$ cat src/rtl/dac_frame_rx.sv
module dac_frame_rx #(
  parameter int DW = 12,
  parameter int PW = 2,
  parameter int FW = 16
) (
  input  logic          clk,
  input  logic          rst_n,
  input  logic          frm_n,
  input  logic          sck,
  input  logic          sdi,
  output logic [DW-1:0] dac_code,
  output logic [PW-1:0] pd_mode,
  output logic          load_stb
);
  localparam int SW = DW + PW - 1;
  localparam int CW = $clog2(FW);
  localparam logic [CW-1:0] LAST = CW'(FW - 1);

  logic [1:0] syn_q, sck_q, din_q;
  logic       sck_d;
  logic       syn_s, sck_fall, din_s;
  logic [SW-1:0] sh;
  logic [CW-1:0] bit_cnt;
  logic          done;

  assign syn_s    = syn_q[1];
  assign din_s    = din_q[1];
  assign sck_fall = sck_d & ~sck_q[1];

  always_ff @(posedge clk) begin
    if (!rst_n) begin
      syn_q <= 2'b11;
      sck_q <= 2'b00;
      din_q <= 2'b00;
      sck_d <= 1'b0;
    end else begin
      syn_q <= {syn_q[0], frm_n};
      sck_q <= {sck_q[0], sck};
      din_q <= {din_q[0], sdi};
      sck_d <= sck_q[1];
    end
  end

  always_ff @(posedge clk) begin
    if (!rst_n) begin
      sh       <= '0;
      bit_cnt  <= '0;
      done     <= 1'b0;
      dac_code <= '0;
      pd_mode  <= '0;
      load_stb <= 1'b0;
    end else begin
      load_stb <= 1'b0;
      if (syn_s) begin
        bit_cnt <= '0;
        done    <= 1'b0;
      end else if (!done && sck_fall) begin
        sh <= {sh[SW-2:0], din_s};
        if (bit_cnt == LAST) begin
          dac_code <= {sh[DW-2:0], din_s};
          pd_mode  <= sh[SW-1:DW-1];
          load_stb <= 1'b1;
          done     <= 1'b1;
          bit_cnt  <= '0;
        end else begin
          bit_cnt <= bit_cnt + 1'b1;
        end
      end
    end
  end
endmodule

$ cat config.mk
export PLATFORM = sky130hd
export DESIGN_NAME = dac_frame_rx
export DESIGN_NICKNAME = d
export VERILOG_FILES = /design/src/rtl/dac_frame_rx.sv
export SDC_FILE = /design/constraint.sdc
export NUM_CORES = 1
export LEC_CHECK = 0
export CAP_MARGIN = 20
export CELL_PAD_IN_SITES_DETAIL_PLACEMENT = 1
export CELL_PAD_IN_SITES_GLOBAL_PLACEMENT = 1
export CORE_AREA = 8 8 81 83
export CTS_CLUSTER_SIZE = 20
export DETAILED_ROUTE_END_ITERATION = 10
export DIE_AREA = 0 0 89 91
export GPL_ROUTABILITY_DRIVEN = 0
export GPL_TIMING_DRIVEN = 0
export PLACE_DENSITY_LB_ADDON = 0.1
export SYNTH_ARGS = -nofsm -noshare
export SYNTH_HDL_FRONTEND = slang
export SYNTH_SLANG_ARGS = --single-unit
$ cat constraint.sdc
create_clock -name clk -period 1.5 [get_ports clk]
set_input_delay 0.375 -clock clk [delete_from_list [all_inputs] [get_ports clk]]
set_output_delay 0.375 -clock clk [all_outputs]
set_load 0.1 [all_outputs]
==> impl_metrics.prom <==
# TYPE chip_impl_metric gauge
chip_impl_info{name="run_status",value="complete, but fails checks"} 1
chip_impl_info{name="failing_checks",value="negative setup slack"} 1
chip_impl_metric{name="detailedRoute.firstPassIterationCount",unit=""} 4
chip_impl_info{name="highest_layer",value="met4"} 1
chip_impl_metric{name="route.detailed.drc",unit=""} 0
chip_impl_metric{name="p_sw_share",unit="%"} 21.1
chip_impl_metric{name="power",unit="uW"} 1760
chip_impl_metric{name="final_core_util",unit="%"} 35.2
chip_impl_metric{name="worst_path_fanout_max",unit=""} 5
chip_impl_metric{name="power.ir.vdd_worst",unit="uV"} 490
chip_impl_metric{name="timing.hold.worst_path_depth",unit=""} 1
chip_impl_metric{name="routedLengthMet1",unit="um"} 1600
chip_impl_metric{name="drive_above_1_share",unit="%"} 18.8
chip_impl_metric{name="synth.avg_cell_area",unit="um2"} 9.42
chip_impl_metric{name="arrival",unit="ns"} 1.83
chip_impl_metric{name="sequentialPowerShare",unit="%"} 60.8
chip_impl_info{name="critical_path.endpoint_type",value="flop"} 1
chip_impl_metric{name="r2r_setup_slack",unit="ns"} -0.12
chip_impl_metric{name="worstMarginPinSlew",unit="ns"} 0.494
chip_impl_metric{name="layout.cell_area.non_filler",unit="um2"} 1880
chip_impl_metric{name="clock.fmax",unit="GHz"} 0.618
chip_impl_metric{name="postRouteWirelength",unit="um"} 3530
chip_impl_metric{name="floorplan.core_area",unit="um2"} 5340
chip_impl_metric{name="dp.final_hpwl",unit="um"} 2490
chip_impl_metric{name="maxCapViolCount",unit=""} 0
chip_impl_info{name="timing.rr.start",value="syn_q[1]"} 1
chip_impl_metric{name="power.share.combinational",unit="%"} 2.8
chip_impl_info{name="rsz0062_at_grt",value="true"} 1
chip_impl_metric{name="detail_route.wl_per_cell",unit="um"} 13.4
chip_impl_metric{name="intPower",unit="uW"} 1390
chip_impl_metric{name="antenna_found_initial",unit=""} 0
chip_impl_metric{name="clk_latency",unit="ns"} 0.28
chip_impl_metric{name="overall_die_area",unit="um2"} 8100
chip_impl_metric{name="setup_total_negative_slack",unit="ns"} -1.16
chip_impl_metric{name="io_buf_count",unit=""} 18
chip_impl_metric{name="leakage",unit="uW"} 0.000683
chip_impl_metric{name="power_per_cell_area",unit="nW/um2"} 939
chip_impl_metric{name="timing.slew.headroom",unit="%"} 67.1
chip_impl_metric{name="mappedNetlistNets",unit=""} 168
chip_impl_metric{name="ys_warn_count",unit=""} 0
chip_impl_metric{name="final.min_clock_period",unit="ns"} 1.62
chip_impl_info{name="timing.critical_path.to",value="dac_code[7]"} 1
chip_impl_metric{name="hold_viol_final",unit=""} 0
chip_impl_metric{name="synthesized_instance_count",unit=""} 162
chip_impl_metric{name="boundaryPins",unit=""} 20
chip_impl_metric{name="synth-seq-area-share",unit="%"} 52.5
chip_impl_metric{name="setup_viol_count_final",unit=""} 14
chip_impl_info{name="worst_r2r_endpoint",value="dac_code[7]"} 1
chip_impl_metric{name="final_critical_path_setup_slack",unit="ns"} -0.118
chip_impl_metric{name="number_of_violations_reported_at_the_end_of_detailed_routing_iteration_0",unit=""} 34
chip_impl_metric{name="worst_clock_skew",unit="ns"} 0.00527
chip_impl_metric{name="clkSlewWorstSetupHoldPaths",unit="ns"} 0.07
chip_impl_metric{name="place_worst_setup_slack",unit="ns"} -0.342
chip_impl_metric{name="clock_tree.htree_level_count",unit=""} 2
chip_impl_info{name="startpoint",value="syn_q[1]"} 1
chip_impl_metric{name="dr_wl_met3",unit="um"} 164
chip_impl_metric{name="clockBufferDepth",unit=""} 2
chip_impl_metric{name="die_y",unit="um"} 91
chip_impl_info{name="critical_path.startpoint_type",value="flop"} 1
chip_impl_metric{name="via_count",unit=""} 1155
chip_impl_metric{name="first_global_vias",unit=""} 1303
chip_impl_metric{name="wl_met2",unit="um"} 1730
chip_impl_metric{name="fp.dieW",unit="um"} 89
chip_impl_metric{name="synth.cell_area",unit="um2"} 1530
chip_impl_metric{name="overflow",unit=""} 0
chip_impl_info{name="critical_path_type",value="flop to flop"} 1
chip_impl_metric{name="final_antenna_net_count",unit=""} 0
chip_impl_metric{name="post_dp_cell_area",unit="um2"} 1800
chip_impl_info{name="cts_root_buffer",value="sky130_fd_sc_hd__clkbuf_8"} 1
chip_impl_metric{name="min_period_over_period",unit="%"} 108
chip_impl_metric{name="placement_rows",unit=""} 27
chip_impl_metric{name="pin_count_of_the_biggest_net_entering_global_routing",unit=""} 11
chip_impl_metric{name="number_of_clock_sinks_seen_by_cts",unit=""} 40
chip_impl_metric{name="via_per_inst",unit=""} 4.39
chip_impl_metric{name="area_growth_syn_to_layout",unit="%"} 23.1
chip_impl_metric{name="power.switching",unit="uW"} 373
chip_impl_metric{name="fin_nets",unit=""} 199
chip_impl_metric{name="ys_types",unit=""} 25
chip_impl_metric{name="cts_buffers",unit=""} 5
chip_impl_metric{name="antennaDiodeCount",unit=""} 0
chip_impl_info{name="classification_of_the_worst_slack_hold_path",value="flop to flop"} 1
chip_impl_metric{name="synth.ff_latch_count",unit=""} 40
chip_impl_metric{name="wire_length_of_the_first_global_routing_pass",unit="um"} 6060
chip_impl_info{name="cts_tree",value="built"} 1
chip_impl_metric{name="grt_usage",unit="%"} 9.47
chip_impl_metric{name="reg2regPathDepth",unit=""} 5
chip_impl_metric{name="timing_max_transition_violations_final",unit=""} 0
chip_impl_metric{name="start_util",unit="%"} 28.6
chip_impl_metric{name="clock_power_share",unit="%"} 36.4
chip_impl_metric{name="worst-endpoint-required",unit="ns"} 1.71
state kept, by name, indices dropped and copies added, names as in the netlist:
register and cells:
sh 13, dac_code 12, bit_cnt 4, din_q 2
pd_mode 2, sck_q 2, syn_q 2, done 1
load_stb 1, sck_d 1
final cells by class:
cell class / count / area (um2)
well taps: 72 / 90.1
multi-input cells: 112 / 682
repair buffers: 24 / 170
flip-flops and latches: 40 / 805
clock buffers: 5 / 68.8
plain buffers: 10 / 63.8
fillers: 660 / 3460
routing by layer:
metal	GRT usage [%]	vias up
li1	-	589
met1	10.5	547
met2	15.9	15
met3	3.60	4
met4	3.33	0
met5	0	-
worst max-delay path, cell delays in order (launching register included):
cell and delay, ns:
sky130_fd_sc_hd__dfxtp_1 0.34, sky130_fd_sc_hd__or4b_4 0.54, sky130_fd_sc_hd__buf_6 0.15, sky130_fd_sc_hd__nor2_8 0.16
sky130_fd_sc_hd__clkbuf_16 0.18, sky130_fd_sc_hd__mux2i_1 0.18
Yosys cell counts:
cell | n | share of area [%]
sky130_fd_sc_hd__buf_1 | 1 | 0.25
sky130_fd_sc_hd__a41oi_1 | 2 | 1.1
sky130_fd_sc_hd__buf_4 | 1 | 0.49
sky130_fd_sc_hd__and2_1 | 5 | 2.0
sky130_fd_sc_hd__mux2i_1 | 15 | 9.8
sky130_fd_sc_hd__nor2_1 | 4 | 0.98
sky130_fd_sc_hd__nand4_1 | 1 | 0.41
sky130_fd_sc_hd__nand2b_1 | 4 | 1.6
sky130_fd_sc_hd__clkbuf_1 | 7 | 1.7
sky130_fd_sc_hd__a21boi_0 | 5 | 2.5
sky130_fd_sc_hd__ha_1 | 1 | 0.82
sky130_fd_sc_hd__nor4b_2 | 1 | 0.98
sky130_fd_sc_hd__dfxtp_1 | 40 | 52
sky130_fd_sc_hd__buf_8 | 1 | 0.98
sky130_fd_sc_hd__nor2_8 | 1 | 1.3
sky130_fd_sc_hd__nand2_1 | 56 | 14
sky130_fd_sc_hd__xnor2_1 | 1 | 0.57
sky130_fd_sc_hd__a311oi_1 | 1 | 0.57
sky130_fd_sc_hd__nor4bb_1 | 1 | 0.66
sky130_fd_sc_hd__a21boi_1 | 8 | 3.9
sky130_fd_sc_hd__or4b_1 | 1 | 0.66
sky130_fd_sc_hd__a21oi_1 | 1 | 0.33
sky130_fd_sc_hd__nor3b_2 | 1 | 0.82
sky130_fd_sc_hd__nand3_1 | 2 | 0.66
sky130_fd_sc_hd__nand3b_1 | 1 | 0.49
stage by stage:
step | std cells | hold slack, ns
2_1_floorplan | 162 | 0.386
3_3_place_gp | 252 | 0.397
3_5_place_dp | 252 | 0.398
4_1_cts | 257 | 0.420
5_1_grt | 263 | 0.437
6_report | 263 | 0.416
how the worst min path moves through the flow:
stage                         from        to  slack (ns)
after floorplan           syn_q[0]  syn_q[1]        0.39
after global placement    syn_q[0]  syn_q[1]        0.40
after detailed placement  syn_q[0]  syn_q[1]        0.40
after CTS                 syn_q[0]  syn_q[1]        0.42
after global routing      syn_q[0]  syn_q[1]        0.44
final                     syn_q[0]  syn_q[1]        0.42
power groups by stage:
| stage | clock (uW) | combinational, uW | sequential [uW] |
|---|---|---|---|
| after detailed placement | 0 | 48.8 | 1100 |
| after CTS | 663 | 49.1 | 1070 |
| final | 642 | 49.1 | 1070 |
| after global placement | 0 | 48.1 | 1100 |
| after global routing | 719 | 55.4 | 1070 |
| after floorplan | 0 | 29.8 | 1100 |
timing repair:
| item | 4_1_cts | 5_1_grt |
|---|---|---|
| setup buffers | 0 | 5 |
| hold buffers | 0 | 0 |
| gates cloned | 0 | 1 |
| pin swaps | 0 | 1 |
| gates resized for setup | 78 | 4 |
| endpoints found under the setup margin | 35 | 25 |
cells in the final DEF (no fill, tap or decap), drive strengths merged:
cell type	n
nand4	1
nor2	5
nand3b	1
nor4b	1
clkbuf	14
nor3b	1
or4b	1
a21oi	1
buf	22
ha	1
clkdlybuf4s50	3
xnor2	1
nand2b	4
dfxtp	40
nor4bb	1
mux2i	15
nand2	56
a311oi	1
a41oi	2
nand3	2
and2	5
a21boi	13
cell families after synthesis:
kind of cell / count (synthesis) / share of synthesized area [%]
AOI/OAI and AO/OA: 17 / 8.44
xor gates and xnor gates: 1 / 0.574
adders and majority gates: 1 / 0.820
buffers and inverters: 10 / 3.44
DFF: 40 / 52.5
muxes: 15 / 9.84
and+or+nand+nor: 78 / 24.4
Note: power is estimated with default switching activity, not from simulation.
